### src/rtl/rtcsec_pkg.sv
package rtcsec_pkg;
  // Byte offsets of the register words
  localparam int unsigned OFS_COUNT = 'h00;
  localparam int unsigned OFS_MATCH = 'h04;
  localparam int unsigned OFS_LOAD  = 'h08;
  localparam int unsigned OFS_CTRL  = 'h0C;
  localparam int unsigned OFS_STAT  = 'h10;
  localparam int unsigned OFS_RAW   = 'h14;
  localparam int unsigned OFS_ACK   = 'h18;
  localparam int unsigned OFS_IDENT = 'h1C;

  localparam int unsigned CTRL_W = 4;

  // Control word, packed so that bit 0 is ie and bit 3 is wrap
  typedef struct packed {
    logic wrap;
    logic run;
    logic mask;
    logic ie;
  } ctrl_t;
endpackage

### src/rtl/rtcsec_prescaler.sv
module rtcsec_prescaler #(
  parameter int unsigned TICKS_PER_SEC = 32768
) (
  input  logic clk,
  input  logic rst_n,
  input  logic run,
  output logic tick
);
  localparam int unsigned PW = (TICKS_PER_SEC > 1) ? $clog2(TICKS_PER_SEC) : 1;
  localparam logic [PW-1:0] LAST = PW'(TICKS_PER_SEC - 1);

  logic [PW-1:0] pcnt;

  assign tick = run && (pcnt == LAST);

  always_ff @(posedge clk or negedge rst_n) begin
    if (!rst_n)              pcnt <= '0;
    else if (!run || tick)   pcnt <= '0;
    else                     pcnt <= pcnt + 1'b1;
  end
endmodule

### src/rtl/rtcsec_counter.sv
module rtcsec_counter #(
  parameter int unsigned DATA_W = 32
) (
  input  logic              clk,
  input  logic              rst_n,
  input  logic              tick,
  input  logic              wrap_en,
  input  logic              load_wr,
  input  logic [DATA_W-1:0] load_data,
  input  logic [DATA_W-1:0] match_val,
  input  logic              ack_rd,
  output logic [DATA_W-1:0] count,
  output logic              ld_pend,
  output logic [DATA_W-1:0] ld_val,
  output logic              match_evt,
  output logic              raw_pend
);
  localparam logic [DATA_W-1:0] TOP = '1;

  logic [DATA_W-1:0] cnt_nxt;

  always_comb begin
    if (ld_pend)           cnt_nxt = ld_val;
    else if (count == TOP) cnt_nxt = wrap_en ? '0 : TOP;
    else                   cnt_nxt = count + 1'b1;
  end

  assign match_evt = tick && (cnt_nxt == match_val);

  always_ff @(posedge clk or negedge rst_n) begin
    if (!rst_n) begin
      count    <= '0;
      ld_pend  <= 1'b0;
      ld_val   <= '0;
      raw_pend <= 1'b0;
    end else begin
      if (tick) count <= cnt_nxt;
      // a value written on an update edge waits for the following update
      if (load_wr) begin
        ld_pend <= 1'b1;
        ld_val  <= load_data;
      end else if (tick) begin
        ld_pend <= 1'b0;
      end
      if (match_evt)   raw_pend <= 1'b1;
      else if (ack_rd) raw_pend <= 1'b0;
    end
  end
endmodule

### src/rtl/rtcsec_regs.sv
module rtcsec_regs
  import rtcsec_pkg::*;
#(
  parameter int unsigned       ADDR_W  = 6,
  parameter int unsigned       DATA_W  = 32,
  parameter logic [DATA_W-1:0] VERSION = 'h0001_0002
) (
  input  logic              clk,
  input  logic              rst_n,
  input  logic [ADDR_W-1:0] bus_addr,
  input  logic              bus_wr_en,
  input  logic [DATA_W-1:0] bus_wr_data,
  input  logic              bus_rd_en,
  input  logic [DATA_W-1:0] count,
  input  logic              raw_pend,
  input  logic              irq_lvl,
  output ctrl_t             ctrl,
  output logic [DATA_W-1:0] match_val,
  output logic              load_wr,
  output logic [DATA_W-1:0] load_data,
  output logic              ack_rd,
  output logic [DATA_W-1:0] bus_rd_data
);
  logic sel_match, sel_ctrl;
  logic [DATA_W-1:0] rd_mux;

  assign sel_match = (bus_addr == ADDR_W'(OFS_MATCH));
  assign sel_ctrl  = (bus_addr == ADDR_W'(OFS_CTRL));
  assign load_wr   = bus_wr_en && (bus_addr == ADDR_W'(OFS_LOAD));
  assign load_data = bus_wr_data;
  assign ack_rd    = bus_rd_en && (bus_addr == ADDR_W'(OFS_ACK));

  always_ff @(posedge clk or negedge rst_n) begin
    if (!rst_n) begin
      ctrl      <= '0;
      match_val <= '0;
    end else if (bus_wr_en) begin
      if (sel_ctrl)  ctrl      <= ctrl_t'(bus_wr_data[CTRL_W-1:0]);
      if (sel_match) match_val <= bus_wr_data;
    end
  end

  always_comb begin
    rd_mux = '0;
    case (bus_addr)
      ADDR_W'(OFS_COUNT): rd_mux = count;
      ADDR_W'(OFS_MATCH): rd_mux = match_val;
      ADDR_W'(OFS_CTRL):  rd_mux = DATA_W'(ctrl);
      ADDR_W'(OFS_STAT):  rd_mux = DATA_W'(irq_lvl);
      ADDR_W'(OFS_RAW):   rd_mux = DATA_W'(raw_pend);
      ADDR_W'(OFS_IDENT): rd_mux = VERSION;
      default:            rd_mux = '0;
    endcase
  end

  always_ff @(posedge clk or negedge rst_n) begin
    if (!rst_n)         bus_rd_data <= '0;
    else if (bus_rd_en) bus_rd_data <= rd_mux;
  end
endmodule

### src/rtl/rtcsec_top.sv
module rtcsec_top
  import rtcsec_pkg::*;
#(
  parameter int unsigned       TICKS_PER_SEC = 32768,
  parameter int unsigned       ADDR_W        = 6,
  parameter int unsigned       DATA_W        = 32,
  parameter logic [DATA_W-1:0] VERSION       = 'h0001_0002
) (
  input  logic              clk,
  input  logic              rst_n,
  input  logic [ADDR_W-1:0] bus_addr,
  input  logic              bus_wr_en,
  input  logic [DATA_W-1:0] bus_wr_data,
  input  logic              bus_rd_en,
  output logic [DATA_W-1:0] bus_rd_data,
  output logic              irq
);
  ctrl_t             ctrl;
  logic              tick;
  logic [DATA_W-1:0] match_val;
  logic              load_wr;
  logic [DATA_W-1:0] load_data;
  logic              ack_rd;
  logic [DATA_W-1:0] count;
  logic              ld_pend;
  logic [DATA_W-1:0] ld_val;
  logic              match_evt;
  logic              raw_pend;
  logic              irq_lvl;

  assign irq_lvl = raw_pend && ctrl.ie && !ctrl.mask;
  assign irq     = irq_lvl;

  rtcsec_prescaler #(.TICKS_PER_SEC(TICKS_PER_SEC)) u_div (
    .clk(clk), .rst_n(rst_n), .run(ctrl.run), .tick(tick)
  );

  rtcsec_counter #(.DATA_W(DATA_W)) u_cnt (
    .clk(clk), .rst_n(rst_n), .tick(tick), .wrap_en(ctrl.wrap),
    .load_wr(load_wr), .load_data(load_data), .match_val(match_val),
    .ack_rd(ack_rd), .count(count), .ld_pend(ld_pend), .ld_val(ld_val),
    .match_evt(match_evt), .raw_pend(raw_pend)
  );

  rtcsec_regs #(.ADDR_W(ADDR_W), .DATA_W(DATA_W), .VERSION(VERSION)) u_regs (
    .clk(clk), .rst_n(rst_n), .bus_addr(bus_addr), .bus_wr_en(bus_wr_en),
    .bus_wr_data(bus_wr_data), .bus_rd_en(bus_rd_en), .count(count),
    .raw_pend(raw_pend), .irq_lvl(irq_lvl), .ctrl(ctrl),
    .match_val(match_val), .load_wr(load_wr), .load_data(load_data),
    .ack_rd(ack_rd), .bus_rd_data(bus_rd_data)
  );
endmodule

### config.mk
export PLATFORM = sky130hd
export DESIGN_NAME = rtcsec_top
export DESIGN_NICKNAME = d
export VERILOG_FILES = /design/src/rtl/rtcsec_pkg.sv /design/src/rtl/rtcsec_prescaler.sv /design/src/rtl/rtcsec_counter.sv /design/src/rtl/rtcsec_regs.sv /design/src/rtl/rtcsec_top.sv
export SDC_FILE = /design/constraint.sdc
export NUM_CORES = 1
export LEC_CHECK = 0
export ABC_AREA = 1
export BUFFER_PORTS_ARGS = -buffer_cell sky130_fd_sc_hd__buf_2
export CAP_MARGIN = 5
export CORE_MARGIN = 4
export CORE_UTILIZATION = 60
export DETAILED_ROUTE_END_ITERATION = 8
export PLACE_DENSITY = 0.86
export SKIP_LAST_GASP = 1
export SLEW_MARGIN = 20
export SYNTH_ARGS = -nofsm -noshare
export SYNTH_HDL_FRONTEND = slang
export SYNTH_SLANG_ARGS = --single-unit
### constraint.sdc
create_clock -name clk -period 2.85 [get_ports clk]
set_clock_uncertainty 0.1 [all_clocks]
set_input_delay 0 -clock clk [delete_from_list [all_inputs] [get_ports clk]]
set_output_delay 0 -clock clk [all_outputs]
set_load 0.03 [all_outputs]
== After elaboration in Yosys (flattened, before gate mapping) ==
Cells that the tools add are included.
Word-level totals
  bits in writable memories: 0
  output and inout port bits: 33
  ROM bits: 0
  bits in latches: 0
  word-level logic and storage cells: 46
  memories kept: 0
  input bits: 42
  flip-flop bits (word level): 149
Cells by class
  div/mod/pow operators: 0
  shifts and indexed selects: 0
  mux-type cells: 9
  $add $sub $neg: 2
  reduce and logical (&&, ||, !) cells: 14
  equal/unequal tests: 10
  bitwise operators: 0
  multiply operators: 0
  order comparisons: 0
Operator list (count)
  $pmux 32 s6: 1
  $mux 32: 3
  $add 32x1->32 const B: 1
  $eq 32x32->1: 1
  $eq 32x32->1 const B: 1
  $eq 6x5->1 const B: 4
  $add 15x1->15 const B: 1
  $eq 15x15->1 const B: 1
  $mux 15: 1
  $eq 6x4->1 const B: 2
  $eq 6x3->1 const B: 1
  $logic_and 1x1->1: 6
  $logic_not 6->1: 1
  $mux 1: 4
  $reduce_and 2->1: 2
  $reduce_bool 2->1: 2
  $logic_not 1->1: 2
  $logic_or 1x1->1: 1

== Logic depth before layout (Yosys ltp) ==
  word-level depth: 6
  mapped depth: 19
  gate-level depth less buffers: 19

== By module ==
From an unflattened synthesis, not the netlist that was laid out.
Second synthesis, totals
  cells, all modules: 1369
  area, all modules: 9196.3 um2
Modules (own cells, without submodules)
  rtcsec_counter: sequential area each 1651.6 um2, cells each 822, times used 1, area each 4888.4 um2
  rtcsec_regs: sequential area each 1701.6 um2, cells each 438, times used 1, area each 3430.8 um2
  rtcsec_prescaler: sequential area each 375.4 um2, cells each 107, times used 1, area each 867.1 um2
  rtcsec_top: sequential area each 0.0 um2, cells each 2, times used 1, area each 10.0 um2

== Worst setup path before layout ==
OpenSTA, ideal clock, no wires.
  path kind: reg-to-reg
  from: reg u_cnt.count[0]
  to: reg u_cnt.raw_pend
  required time: 2.633 ns
  data arrival time: 2.013 ns
  library setup time: 0.117 ns
  path slack: 0.620 ns
  clock period less this slack: 2.230 ns
  cell stages (with the launch flop): 18
  path buffers: 1
  cells stage by stage: dfrtp_1 ha_1 nand2_1 nor2_4 nand2_4 nor2_8 nand3_1 buf_2 nand3_1 nand2_1 o21ai_0 nand2_1 nand2_1 nor2_1 nand2_1 nor2_1 nand3_1 nand2_1
On the way
  longest elaborated chain between the ends: 6
  elaborated cells on any way between the ends: 8
  those cells by class: add/sub: 1; eq/ne: 2; mux: 3; reduce/logical: 2
RTL lines
  start: declaration: line rtcsec_counter.sv:12  | output logic [DATA_W-1:0] count,
  start signal: assignment: line rtcsec_counter.sv:37  | if (tick) count <= cnt_nxt;
  $add 32x1->32 / $eq 32x32->1 (equally long branches): line rtcsec_counter.sv:25, rtcsec_counter.sv:24
  $mux 32 *: line rtcsec_counter.sv:24  | else if (count == TOP) cnt_nxt = wrap_en ? '0 : TOP;
  $mux 32 *: line rtcsec_counter.sv:23  | if (ld_pend) cnt_nxt = ld_val;
  $eq 32x32->1 *: line rtcsec_counter.sv:28  | assign match_evt = tick && (cnt_nxt == match_val);
  $logic_and 1x1->1 *: line rtcsec_counter.sv:28
  $mux 1 / $reduce_bool 2->1 (equally long branches)
  end signal: assignment: line rtcsec_counter.sv:35  | raw_pend <= 1'b0;
  end signal: assignment: line rtcsec_counter.sv:45  | if (match_evt) raw_pend <= 1'b1;
  end signal: assignment: line rtcsec_counter.sv:46  | else if (ack_rd) raw_pend <= 1'b0;
  end: declaration: line rtcsec_counter.sv:16  | output logic raw_pend
Mark *: on every way between the ends. The rest lies on a longest branch, timed or not.
A chain may end at the register's enable or synchronous reset.

== Worst setup path after layout ==
Ends and elaborated chain as after synthesis.

==> results.txt <==
- Status: finished clean
- Met1 routing resource usage after global routing: 39.56%
* Post-route non-filler standard cell count: 1,441
- Clk root buf: sky130_fd_sc_hd__clkbuf_16
* # nets final: 1,298
- Number of different library cells in the post-synthesis netlist: 37
* Largest net degree at the start of global routing: 77
- Average cell area after synthesis: 7.167 µm²
- Final cell utilization of the core: 73.79%
* Clock tree from TritonCTS: done
- Once detailed placement completed, the half-perimeter wirelength came to 14.54 mm.
- Final wirelength: 21.79 mm
- For met2 alone, demand over resource in global routing was 46.37%.
* Total vias in the final route: 8,011
- Switch Pwr: 1348 µW
* Highest attainable clock frequency: 380.3 MHz
* Share of the clock period used by the worst path: 92.25%
* Met3 capacity usage during global routing: 5.842%
- Post-synth top area cell: sky130_fd_sc_hd__dfrtp_1
- Vias in the first global route: 7,680
* Overflow left after global routing: 0
- Of all nets on the critical path, the largest fanout is 9.
- In the final routed layout, each cell accounts on average for 15.12 µm.
* Horiz. Die Dim: 125.0 µm
- Number of instances in the synthesized netlist: 1,145
* Count of standard-cell rows: 42
- STA classifies the critical path endpoint as a register.
* Post-synth top flop: sky130_fd_sc_hd__dfrtp_1
* Remaining antenna violation count after routing: 0
* Post-synthesis async set-or-reset flop share: 100.0%
- Startpoint kind of the worst setup timing path: register
- Yosys warnings: 0
- Antenna cells: 0
- Of the cells placed in the final design, the portion with a size suffix greater than 1 is 12.41%.
* Placer Congestion: 0.9714
- Transition at the pin with the smallest max-transition slack: 0.8484 ns
- Total power per unit cell area: 544.3 mW/mm²
- Once the floorplan was initialized, standard cells occupied 61.73% of the core.
* Post-synthesis to final-layout area growth: 19.55%
* Die Footprint: 0.01561 mm²
- Number of hold violations in the final report: 0
- Number of flops mapped to enable cells by yosys: 0
- Post-CTS repair timing setup buffer count: 0
- Clock-pin slew was measured on the worst setup and hold paths at 0.06 ns.
* Design area: 0.009811 mm²
- Synth Cell Area: 0.008207 mm²
* Number of DRC violations after detailed routing: 0
- Final count of negative-setup-slack endpoints: 0
- For the final routed database, the setup TNS stands at 0 ns.
- Switching share of power: 25.23%
- The pre-antenna-repair detailed-routing pass consisted of 5 iterations.
- The count of final max-slew check failures came to 0.
* Arrival time reported for the critical path endpoint: 2.89 ns
- The region available for standard cell placement spans 0.01330 mm².
- Total nets after synthesis: 1,189
* Top cell types by occurrence after synthesis: sky130_fd_sc_hd__nand2_1 (390), sky130_fd_sc_hd__dfrtp_1 (149), sky130_fd_sc_hd__o21ai_0 (139)
* Top Ports: 75
- Number of flip-flops and latches in the synthesized netlist: 149
* # port buffers: 74
* Number of H-tree levels: 4
* Fraction of power consumed by combinational cells: 11.3%
- Cell-internal power: 3993 µW
* Static leakage: 0.004809 µW
- Counting along the longest clock path gives a buffer depth of 2.
* WS Path Type: register to register
- After synthesis, the cell types taking the most area are sky130_fd_sc_hd__dfrtp_1 (45%), sky130_fd_sc_hd__nand2_1 (18%), sky130_fd_sc_hd__o21ai_0 (8.5%), sky130_fd_sc_hd__inv_1 (5.9%), sky130_fd_sc_hd__nand3_1 (5.3%).
- Setup repair after global routing left no endpoint under its margin.
* Post-Place Cell Area: 0.008785 mm²
- After detailed placement, the design holds a cell count of 1,371.
- The number of antenna violations at the first check in global routing was 0.
- Worst endpoint required time: 3.11 ns
- Seq pwr share: 44.5%
* Vertical extent of the die: 125.0 µm
* Post-synth top area share: 45.43%
- For this run, the total global-route usage over all layers was measured as 28.73%.
- In this run, the clock network consumes 44.1% of the power.
* Normalized max-slew margin: 43.37%
- Most used routing layer in global routing: met2
* Clock sink count: 149
- Using the TritonRoute via totals, the vias-per-cell ratio works out to 5.559.
* Clock Latency Late Sink: 0.42 ns
- TritonCTS created 17 clock buffers.
- Global-route wire length before repair: 37.07 mm
- Max-cap violations in this run came to 0.
- Summing the sequential cell areas from Yosys gives 45.43% of the chip area.
- Worst min-delay path category: input pin to async pin
- Clock period minus worst slack: 2.629 ns
- By instance count, the leading cell after synthesis is sky130_fd_sc_hd__nand2_1.
- Maximum resistive drop on vdd: 0.5540 mV
- DR iter-0 viols: 833
==> final cells by class <==
type                       count  area (µm²)
clock buffer                  20       456.7
clock inverter                10       155.1
fill                        1001        3485
inverter                     135       506.7
multi-input combinational    818        3807
sequential                   149        3729
tap                          176       220.2
timing repair buffer         133       935.9
==> power groups by stage <==
stage          Combinational (µW)  Clock, µW  Sequential (µW)
3_3_place_gp                  525          0             2400
3_5_place_dp                  549          0             2400
6_report                      606       2360             2380
5_1_grt                       692       2480             2390
4_1_cts                       604       2370             2370
2_1_floorplan                 375          0             2370
==> layer usage <==
metal | part of all wire (%) | vias to the layer above
li1 | - | 3884
met1 | 44 | 3730
met2 | 47 | 352
met3 | 7.5 | 45
met4 | 2.3 | 0
met5 | 0 | -
==> critical path: stages, from the launching register on <==
cell	delay (ns)
sky130_fd_sc_hd__dfrtp_1	0.35
sky130_fd_sc_hd__ha_1	0.21
sky130_fd_sc_hd__nand2_1	0.10
sky130_fd_sc_hd__nor2_4	0.16
sky130_fd_sc_hd__nand2_4	0.10
sky130_fd_sc_hd__nor2_8	0.19
sky130_fd_sc_hd__nand3_1	0.31
sky130_fd_sc_hd__buf_4	0.29
sky130_fd_sc_hd__nand3_1	0.09
sky130_fd_sc_hd__nand2_2	0.06
sky130_fd_sc_hd__nand3_1	0.08
sky130_fd_sc_hd__nand2_1	0.06
sky130_fd_sc_hd__nor2_1	0.11
sky130_fd_sc_hd__nand3_1	0.09
sky130_fd_sc_hd__nor2_1	0.11
sky130_fd_sc_hd__nand3_1	0.09
sky130_fd_sc_hd__nand2_1	0.06
==> sequential cells by signal, summed over array words and instances, names as in the netlist <==
signal              count
u_cnt.count            32
u_cnt.ld_pend           1
u_cnt.ld_val           32
u_cnt.raw_pend          1
u_div.pcnt             15
u_regs.bus_rd_data     32
u_regs.ctrl             4
u_regs.match_val       32
==> final timing paths <==
path / startpoint / endpoint / slack, ns / cells past startpoint
max in group asynchronous: rst_n / u_cnt.ld_val[19] / 1.77 / 3
max: u_cnt.count[0] / u_cnt.raw_pend / 0.22 / 16
min in group clk: bus_addr[3] / u_cnt.raw_pend / 0.11 / 8
min: rst_n / u_div.pcnt[7] / 0.03 / 2
max reg2reg: u_cnt.count[0] / u_cnt.raw_pend / 0.22 / 16
min reg2reg: u_div.pcnt[0] / u_div.pcnt[0] / 0.37 / 1
==> logic make-up (layout without fill, tap and decap cells) <==
kind of cell	after synthesis	count (layout)	share of synthesized area [%]
XOR/XNOR	12	12	1.281
flip-flops	149	149	45.43
buffers and inverters	178	298	8.446
AND/OR/NAND/NOR	612	612	31.54
AO/OA/AOI/OAI	192	192	12.99
adder cells (fa/ha/maj)	2	2	0.3049
==> repair_timing <==
action | CTS | global route
resized for setup | 0 | 2
hold endpoints to repair | 145 | 0
hold buffers | 40 | 0
setup endpoints to repair | 0 | 2
==> layout by cell type, fill, tap and decap left out, types with 4 or more instances in the layout <==
master / count
sky130_fd_sc_hd__xor2_1: 8
sky130_fd_sc_hd__a21oi_1: 8
sky130_fd_sc_hd__inv_1: 130
sky130_fd_sc_hd__nor2_1: 82
sky130_fd_sc_hd__nand3_1: 86
sky130_fd_sc_hd__o211ai_1: 5
sky130_fd_sc_hd__buf_2: 73
sky130_fd_sc_hd__nand4_1: 8
sky130_fd_sc_hd__o21ai_0: 139
sky130_fd_sc_hd__nand3b_1: 7
sky130_fd_sc_hd__xnor2_1: 4
sky130_fd_sc_hd__nand2_1: 389
sky130_fd_sc_hd__dfrtp_1: 149
sky130_fd_sc_hd__a22oi_1: 31
sky130_fd_sc_hd__nor2_2: 4
sky130_fd_sc_hd__nor3_1: 5
sky130_fd_sc_hd__buf_4: 17
sky130_fd_sc_hd__clkbuf_16: 17
sky130_fd_sc_hd__bufinv_16: 4
sky130_fd_sc_hd__dlygate4sd3_1: 40
sky130_fd_sc_hd__clkinv_2: 4
sky130_fd_sc_hd__nand2_2: 8
sky130_fd_sc_hd__or2_2: 12
==> through the flow <==
| step | worst slack [ns] | hold WS, ns | power [µW] |
|---|---|---|---|
| floorplan | 0.6201 | -0.3956 | 2743 |
| finish | 0.2208 | 0.03124 | 5340 |
| global route | 0.003905 | 0.1351 | 5559 |
| global placement | 0.3544 | -0.03833 | 2925 |
| detailed placement | 0.2859 | -0.04200 | 2953 |
| CTS | 0.2536 | 0.06831 | 5348 |
(Power assumes the default switching activity.)
